<file path="config.mk">
export PLATFORM = sky130hd
export DESIGN_NAME = port_change_irq
export DESIGN_NICKNAME = d
export VERILOG_FILES = /design/src/rtl/pci_pkg.sv /design/src/rtl/pci_rst_sync.sv /design/src/rtl/pci_snapshot.sv /design/src/rtl/pci_compare.sv /design/src/rtl/pci_assert_delay.sv /design/src/rtl/port_change_irq.sv
export SDC_FILE = /design/constraint.sdc
export NUM_CORES = 1
export LEC_CHECK = 0
export CAP_MARGIN = 10
export CORE_MARGIN = 2
export CORE_UTILIZATION = 39
export CTS_CLUSTER_DIAMETER = 50
export DETAILED_ROUTE_END_ITERATION = 6
export GPL_TIMING_DRIVEN = 0
export PLACE_DENSITY = 0.72
export SYNTH_ARGS = -nofsm -noshare
export SYNTH_HDL_FRONTEND = slang
export SYNTH_SLANG_ARGS = --single-unit
</file>
<file path="constraint.sdc">
create_clock -name clk -period 0.8 [get_ports clk]
set_input_delay 0.12 -clock clk [delete_from_list [all_inputs] [get_ports clk]]
set_output_delay 0.12 -clock clk [all_outputs]
set_load 0.005 [all_outputs]
</file>
<file path="src/rtl/pci_pkg.sv">
package pci_pkg;

  // Width of a counter that must hold 0 .. d-1.
  function automatic int cnt_width(input int d);
    if (d <= 2) return 1;
    return $clog2(d);
  endfunction

endpackage

</file>
<file path="src/rtl/pci_rst_sync.sv">
module pci_rst_sync (
  input  logic clk,
  input  logic rst_n,
  output logic rst_sync_n
);

  logic meta_q;

  always_ff @(posedge clk or negedge rst_n) begin
    if (!rst_n) begin
      meta_q     <= 1'b0;
      rst_sync_n <= 1'b0;
    end else begin
      meta_q     <= 1'b1;
      rst_sync_n <= meta_q;
    end
  end

endmodule

</file>
<file path="src/rtl/pci_snapshot.sv">
module pci_snapshot #(
  parameter int WIDTH = 8
) (
  input  logic             clk,
  input  logic             rst_n,
  input  logic             load,
  input  logic [WIDTH-1:0] port_in,
  output logic [WIDTH-1:0] ref_q
);

  logic [WIDTH-1:0] ref_d;

  always_comb begin
    ref_d = ref_q;
    if (load) ref_d = port_in;
  end

  always_ff @(posedge clk or negedge rst_n) begin
    if (!rst_n) ref_q <= '1;
    else        ref_q <= ref_d;
  end

  assert_clear_loads_ref_R4: assert property (@(posedge clk) disable iff (!rst_n)
    load |=> (ref_q == $past(port_in)));

  assert_ref_held_without_clear_R6: assert property (@(posedge clk) disable iff (!rst_n)
    !load |=> $stable(ref_q));

endmodule

</file>
<file path="src/rtl/pci_compare.sv">
module pci_compare #(
  parameter int WIDTH = 8
) (
  input  logic [WIDTH-1:0] port_in,
  input  logic [WIDTH-1:0] ref_q,
  output logic             mismatch
);

  logic [WIDTH-1:0] bit_diff;

  for (genvar i = 0; i < WIDTH; i++) begin : g_bit
    assign bit_diff[i] = port_in[i] ^ ref_q[i];
  end

  assign mismatch = |bit_diff;

endmodule

</file>
<file path="src/rtl/pci_assert_delay.sv">
module pci_assert_delay #(
  parameter int DELAY = 2
) (
  input  logic clk,
  input  logic rst_n,
  input  logic mismatch,
  input  logic clr,
  output logic irq_q
);

  logic irq_d;

  if (DELAY <= 1) begin : g_direct
    always_comb begin
      irq_d = mismatch & ~clr;
    end
  end else begin : g_count
    localparam int CW = pci_pkg::cnt_width(DELAY);
    localparam logic [CW-1:0] LAST = CW'(DELAY - 1);

    logic [CW-1:0] cnt_q, cnt_d;

    always_comb begin
      cnt_d = cnt_q;
      irq_d = irq_q;
      if (clr || !mismatch) begin
        cnt_d = '0;
        irq_d = 1'b0;
      end else if (cnt_q == LAST) begin
        irq_d = 1'b1;
      end else begin
        cnt_d = cnt_q + 1'b1;
      end
    end

    always_ff @(posedge clk or negedge rst_n) begin
      if (!rst_n) cnt_q <= '0;
      else        cnt_q <= cnt_d;
    end

    assert_cnt_in_window_R2: assert property (@(posedge clk) disable iff (!rst_n)
      cnt_q <= LAST);
  end

  always_ff @(posedge clk or negedge rst_n) begin
    if (!rst_n) irq_q <= 1'b0;
    else        irq_q <= irq_d;
  end

  assert_rise_needs_diff_R2: assert property (@(posedge clk) disable iff (!rst_n)
    $rose(irq_q) |-> $past(mismatch));

  assert_match_drops_irq_R3: assert property (@(posedge clk) disable iff (!rst_n)
    !mismatch |=> !irq_q);

  assert_clear_drops_irq_R4: assert property (@(posedge clk) disable iff (!rst_n)
    clr |=> !irq_q);

endmodule

</file>
<file path="src/rtl/port_change_irq.sv">
module port_change_irq #(
  parameter int WIDTH = 8,
  parameter int DELAY = 2
) (
  input  logic             clk,
  input  logic             rst_n,
  input  logic [WIDTH-1:0] port_in,
  input  logic             target_hit,
  input  logic             rd_ack,
  input  logic             wr_ack,
  output logic             irq_n,
  output logic             irq_oe
);

  logic             rst_sync_n;
  logic             clr;
  logic [WIDTH-1:0] ref_q;
  logic             mismatch;
  logic             irq_q;

  pci_rst_sync i_rst_sync (
    .clk        (clk),
    .rst_n      (rst_n),
    .rst_sync_n (rst_sync_n)
  );

  // Either acknowledge strobe clears, only for transfers addressed here.
  assign clr = target_hit & (rd_ack | wr_ack);

  pci_snapshot #(.WIDTH(WIDTH)) i_snapshot (
    .clk     (clk),
    .rst_n   (rst_sync_n),
    .load    (clr),
    .port_in (port_in),
    .ref_q   (ref_q)
  );

  pci_compare #(.WIDTH(WIDTH)) i_compare (
    .port_in  (port_in),
    .ref_q    (ref_q),
    .mismatch (mismatch)
  );

  pci_assert_delay #(.DELAY(DELAY)) i_delay (
    .clk      (clk),
    .rst_n    (rst_sync_n),
    .mismatch (mismatch),
    .clr      (clr),
    .irq_q    (irq_q)
  );

  assign irq_oe = irq_q;
  assign irq_n  = ~irq_q;

  assert_foreign_strobe_ignored_R6: assert property (@(posedge clk) disable iff (!rst_sync_n)
    (!target_hit && !mismatch) |=> !irq_q);

  assert_lost_change_on_clear_R7: assert property (@(posedge clk) disable iff (!rst_sync_n)
    clr |=> (ref_q == $past(port_in)) && !irq_q);

endmodule

</file>
==> out/results.txt, run 1 <==
1st-pass router iterations: 3
Final setup fails: 5
Avg Synthesized Cell Area: 14.9 um^2
FILL cells: 109
DRC: 0
Post-synth EDFFs: 0
Commonest cells post-synth: dfstp_2 (8), mux2_2 (8), xor2_1 (8)
Synth area leaders: dfstp_2 (39%), dfrtp_1 (19%), mux2_2 (17%)
Critical Path End Type: register
Critical path arrival: 1.31 ns
Hold crit path type: input port to asynchronous set/reset pin
Die Span X: 41.1 um
Primary FF master, synth: dfstp_2
RSZ-0062 raised after global routing: yes
Clk slew on worst S/H paths: 0.07 ns
Initial drt markers: 2
TritonCTS clock tree: yes
Cell Pwr Density: 1800 nW/um^2
RePlAce Congestion: 0.604
Htree depth: 1
Worst Setup SP: i_snapshot.ref_q[2]$_DFFE_PN1P_
Placed cells: 65
Main combinational cell family by area after synthesis: multiplexers
Dpl ws: -0.570 ns
Seq cells post-synth: 12
Non-Filler Instances: 72
Synth Area in Compound Gates: 6.29%
Worst Setup Path Type: register to register
Final Instance Area: 792 um^2
Insertion delay to the later sink of the worst-skew pair: 0.26 ns
Failing checks: setup timing
Layout area overhead: 47.6%
Height of the die: 41.1 um
Final worst slack: -0.368 ns
Area leader, netlist: dfstp_2
Type of origin of the critical path: register
CTS root buffer: clkbuf_4
Status: complete, but fails checks
Adder-cell area share of the yosys netlist: 0%
Hpwl dp: 668 um
Worst R2R End: i_delay.irq_q$_DFFE_PN0P_
Max-slew violation count: 0
CTS buffer count: 3
IO Port Bufs: 14
Ys async rst share: 100%
Post-Synth XOR/XNOR Area: 13.1%
Area of the mapped netlist: 537 um^2
Critical path data required time: 0.94 ns
Worst vdd ir: 1.19 mV
Number of global-route vias before repair: 381
Yosys warns: 0
Final core occ: 60.9%
Crit path to: i_delay.irq_q$_DFFE_PN0P_
Vias per inst: 4.82
WL/cell: 13.7 um
Worst reg2reg path startpoint: i_snapshot.ref_q[2]$_DFFE_PN1P_
Clk sinks: 12
CTS max path bufs: 2
Final worst path period need: 1.17 ns
Synth top area share: 39.2%
Post-DP Area: 696 um^2
Worst Reg2Reg Path Length in Cells: 3
Num ports: 15
Fin crit share: 146%
Hold Fails Final Rpt: 0
Synth Area in Simple Gates: 4.66%
Global-route wire length before repair: 1610 um
Clock skew: 0.00833 ns
Routed Antenna Nets: 0
Seq/Total Area, Yosys: 57.8%
Layout cells sized above 1: 52.6%
Grt total ovfl: 0
Cells after Synth: 36
Die area: 1690 um^2
Vias post-DR: 347
Fmax: 856 MHz
Hold slack: 0.0179 ns
Initial antenna violation count: 0
Max-cap viol count: 0
Row Count: 13
Pin count of the biggest net entering global routing: 11
Lkg Pwr: 0.342 nW
Initial Utilization: 41.3%
Core ar.: 1300 um^2
Post-synth cell types: 11
Synth Net Count: 49
Fin nets: 72
Mux cell area share after synthesis: 16.8%
Total GRT Usage: 15.7%
CP Max Fanout: 2
# diodes: 0
Final WL: 984 um
R2R Setup Slk: -0.37 ns
-- layer usage --
layer	track usage [%]	up-vias	routed length, um
met5	0	-	0
met4	7.26	0	0
met3	4.89	0	48
met2	30.1	7	616
met1	14.7	174	318
li1	-	166	-
-- cell type report --
type	instances	area, um^2	area share [%]
flip-flops and latches	12	310	39.2
multi-input cells	23	238	30.0
repair buffers	18	199	25.1
clock buffers	3	22.5	2.84
well taps	15	18.8	2.37
inverters	1	3.75	0.474
-- worst max-delay path, stage by stage (launching register included) --
cell     delay, ns
dfstp_2       0.53
xor2_1        0.07
nor4_2        0.33
a21oi_1       0.12
-- power by group --
part	switching (mW)	internal, mW
clock	0.165	0.173
combinational	0.116	0.207
sequential	0.0512	0.715
total	0.333	1.10
-- layout by cell type (no fill, tap or decap) --
master / synthesis / final
buf_16: 0 / 1
dfrtp_1: 4 / 4
xor2_1: 8 / 8
buf_6: 0 / 1
a21boi_1: 1 / 1
o21ai_4: 1 / 1
clkbuf_4: 0 / 3
inv_1: 1 / 1
buf_2: 0 / 4
clkdlybuf4s50_1: 0 / 9
nor4_2: 2 / 2
o21ai_0: 1 / 1
mux2_2: 8 / 4
a21oi_1: 1 / 1
conb_1: 1 / 1
clkdlybuf4s15_1: 0 / 1
mux2_4: 0 / 4
dfstp_2: 8 / 8
buf_12: 0 / 2
-- worst min path at each step --
stage / startpoint / end / slack (ns) / cells after the start
2_1_floorplan: rst_n / i_rst_sync.meta_q$_DFF_PN0_ / -0.18 / 0
3_3_place_gp: i_rst_sync.rst_sync_n$_DFF_PN0_ / i_delay.g_count.cnt_q$_DFF_PN0_ / 0.15 / 0
3_5_place_dp: i_rst_sync.rst_sync_n$_DFF_PN0_ / i_delay.irq_q$_DFFE_PN0P_ / 0.17 / 0
4_1_cts: rst_n / i_rst_sync.meta_q$_DFF_PN0_ / 0.008 / 1
5_1_grt: rst_n / i_rst_sync.meta_q$_DFF_PN0_ / 0.004 / 1
6_report: rst_n / i_rst_sync.meta_q$_DFF_PN0_ / 0.02 / 1
-- sequential cells by signal, summed over array words and instances (netlist names) --
signal and flops:
i_snapshot.ref_q 8, i_delay.g_count.cnt_q 1, i_delay.irq_q 1, i_rst_sync.meta_q 1, i_rst_sync.rst_sync_n 1
-- metrics by stage --
stage,power (mW),TNS (ns)
2_1_floorplan,0.909,-0.560
5_1_grt,1.53,-1.17
6_report,1.43,-0.945
3_5_place_dp,1.03,-5.94
3_3_place_gp,1.01,-5.61
4_1_cts,1.43,-1.03
-- kinds of logic after synthesis --
| group | Yosys count |
|---|---|
| compound gates | 4 |
| xor+xnor | 8 |
| buf+inv | 1 |
| flops | 12 |
| mux | 8 |
| other cells | 1 |
| simple gates | 2 |
-- repair_timing --
action,in CTS,in global routing
cloned,1,0
setup endpoints to repair,12,9
buffers inserted,2,1
endpoints found under the hold margin,0,0
resized for setup,24,0
hold buffers,0,0
pin swaps,2,2
Power figures use the tool's default switching activity.
==> inputs of run 2 (changes only) <==
GPL_ROUTABILITY_DRIVEN = 0   (was not set)
==> results of run 2 <==
The final DEF is identical to that of run 1; final timing and power are the same.
==> inputs of run 3 (changes only) <==
CORE_UTILIZATION = 23   (was 39)
PLACE_DENSITY = 0.48   (was 0.72)
==> run 3 against run 2 <==
Effect of this change:
- the flow still finishes with violations (setup timing)
- register-to-register slack improved by 0.02 ns
- critical path depth unchanged
- routed wire length decreased by 4.5%
- total power increased by 2.0%
- first-iteration DRC count decreased by 100%
- global-route usage decreased by 7.5 points
- clock power increased by 2%
- final area increased by 6.5%
- critical path type unchanged
- critical endpoint unchanged
- largest cell class unchanged
==> out/results.txt, run 3 (same netlist as run 1, synthesis figures left out) <==
Num ports: 15 (unchanged)
Global-route wire length before repair: 1500 um (-6.8%)
Dpl ws: -0.594 ns (-0.0243 ns)
Height of the die: 52.3 um (+27%)
IO Port Bufs: 14 (unchanged)
Post-DP Area: 712 um^2 (+2.3%)
Grt total ovfl: 0 (unchanged)
Non-Filler Instances: 88 (+22%)
FILL cells: 221 (+100%)
Max reg flops: 8 (unchanged)
Commonest non-fill, non-tap cell in the layout: clkdlybuf4s50_1
Final worst path period need: 1.14 ns (-0.0241 ns)
Most frequent cells in the layout: clkdlybuf4s50_1 (9), xor2_1 (8), dfstp_2 (8)
Fin crit share: 143% (-3.0 points)
Insertion delay to the later sink of the worst-skew pair: 0.26 ns (about the same)
Worst vdd ir: 0.960 mV (-19%)
Worst Reg2Reg Path Length in Cells: 3 (unchanged)
Final worst slack: -0.343 ns (+0.0241 ns)
Routed Antenna Nets: 0 (unchanged)
# diodes: 0 (unchanged)
Final WL: 940 um (-4.5%)
Worst reg2reg path startpoint: i_snapshot.ref_q[4]$_DFFE_PN1P_
Initial antenna violation count: 0 (unchanged)
TritonCTS clock tree: yes
Initial drt markers: 0 (-2)
Worst Setup Path Type: register to register
Max-slew violation count: 0 (unchanged)
Htree depth: 1 (unchanged)
CTS max path bufs: 2 (unchanged)
Clock skew: 0.00428 ns (-0.00405 ns)
Vias post-DR: 353 (+1.7%)
Max-cap viol count: 0 (unchanged)
CTS buffer count: 3 (unchanged)
CP Max Fanout: 2 (unchanged)
CTS root buffer: clkbuf_4
Critical Path End Type: register
Lkg Pwr: 0.358 nW (+4.7%)
Cell Pwr Density: 1730 nW/um^2 (-4.2%)
Clk sinks: 12 (unchanged)
Critical path data required time: 0.94 ns (about the same)
Vias per inst: 4.01 (-17%)
Die Span X: 52.3 um (+27%)
Type of origin of the critical path: register
Core ar.: 2210 um^2 (+70%)
Setup_tns: -0.983 ns (-0.0382 ns)
Final Instance Area: 843 um^2 (+6.5%)
Status: complete, but fails checks
Total GRT Usage: 8.17% (-7.5 points)
Die area: 2740 um^2 (+62%)
Critical path arrival: 1.28 ns (-0.03 ns)
Worst R2R End: i_delay.irq_q$_DFFE_PN0P_
R2R Setup Slk: -0.34 ns (+0.02 ns)
RSZ-0062 raised after global routing: yes
Layout area overhead: 57.1%
Largest Register: i_snapshot.ref_q
1st-pass router iterations: 1 (-2)
PnR Total Power: 1.46 mW (+2.0%)
Number of global-route vias before repair: 348 (-8.7%)
Failing checks: setup timing
Clk slew on worst S/H paths: 0.07 ns (about the same)
Pin count of the biggest net entering global routing: 11 (unchanged)
WL/cell: 10.7 um (-22%)
Fmax: 875 MHz (+2.1%)
Placed cells: 78 (+20%)
Layout cells sized above 1: 55.0% (+2.4 points)
Initial Utilization: 24.3% (-17 points)
Final setup fails: 4 (-1)
DRC: 0 (unchanged)
Hold crit path type: register to asynchronous set/reset pin
Hold Fails Final Rpt: 0 (unchanged)
Fin nets: 75 (+4.2%)
Row Count: 17 (+4)
run 3: cell count changes in the layout (fill, tap and decap cells not counted):
cell	change
buf_6	+2
buf_2	-1
inv_1	-1
dlygate4sd3_1	+1
buf_4	+1
inv_2	+1
run 3: layout make-up:
type | instances | area [um^2] | area share, %
Sequential cell | 12 | 310 | 36.8
Timing Repair Buffer | 21 | 234 | 27.7
Multi-Input combinational cell | 23 | 238 | 28.2
Inverter | 1 | 3.75 | 0.445
Clock buffer | 3 | 22.5 | 2.67
Tap cell | 28 | 35.0 | 4.15
run 3: worst max-delay path, stage by stage, from the launching register on:
cell and delay [ns]:
dfstp_2 0.54, xor2_1 0.07, nor4_2 0.31, a21oi_1 0.11
run 3: worst max path at each step:
| stage | start | cells after the start | to |
|---|---|---|---|
| 2_1_floorplan | i_snapshot.ref_q[2]$_DFFE_PN1P_ | 3 | i_delay.irq_q$_DFFE_PN0P_ |
| 3_3_place_gp | wr_ack | 3 | i_snapshot.ref_q[0]$_DFFE_PN1P_ |
| 3_5_place_dp | wr_ack | 3 | i_snapshot.ref_q[1]$_DFFE_PN1P_ |
| 4_1_cts | i_snapshot.ref_q[2]$_DFFE_PN1P_ | 3 | i_delay.irq_q$_DFFE_PN0P_ |
| 5_1_grt | i_snapshot.ref_q[4]$_DFFE_PN1P_ | 3 | i_delay.g_count.cnt_q$_DFF_PN0_ |
| 6_report | i_snapshot.ref_q[4]$_DFFE_PN1P_ | 3 | i_delay.irq_q$_DFFE_PN0P_ |
run 3: per-layer routing:
metal  global-route usage, %  part of all wire, %  vias to the layer above
met2                    12.5                   47                       12
met5                       0                    0                        -
li1                        -                    -                      172
met4                    3.85                 0.85                        0
met3                    4.29                  7.9                        2
met1                    9.32                   44                      167
run 3: repair_timing:
action	4_1_cts	5_1_grt
cloned	1	0
setup endpoints to repair	12	6
gates resized for setup	24	3
pin swaps	1	2
hold endpoints to repair	0	2
hold buffers	0	1
buffers inserted	3	2
run 3: metrics by stage:
step	util, %	hold slack (ns)
after floorplan	-	-0.176
after global placement	32.2	0.188
after detailed placement	32.2	0.179
after CTS	36.0	0.00168
after global routing	38.1	0.206
final	38.1	0.157
run 3: where the power goes:
part           switching, mW  internal, mW  total [mW]
combinational          0.118         0.232       0.349
sequential            0.0475         0.714       0.762
clock                  0.173         0.174       0.347
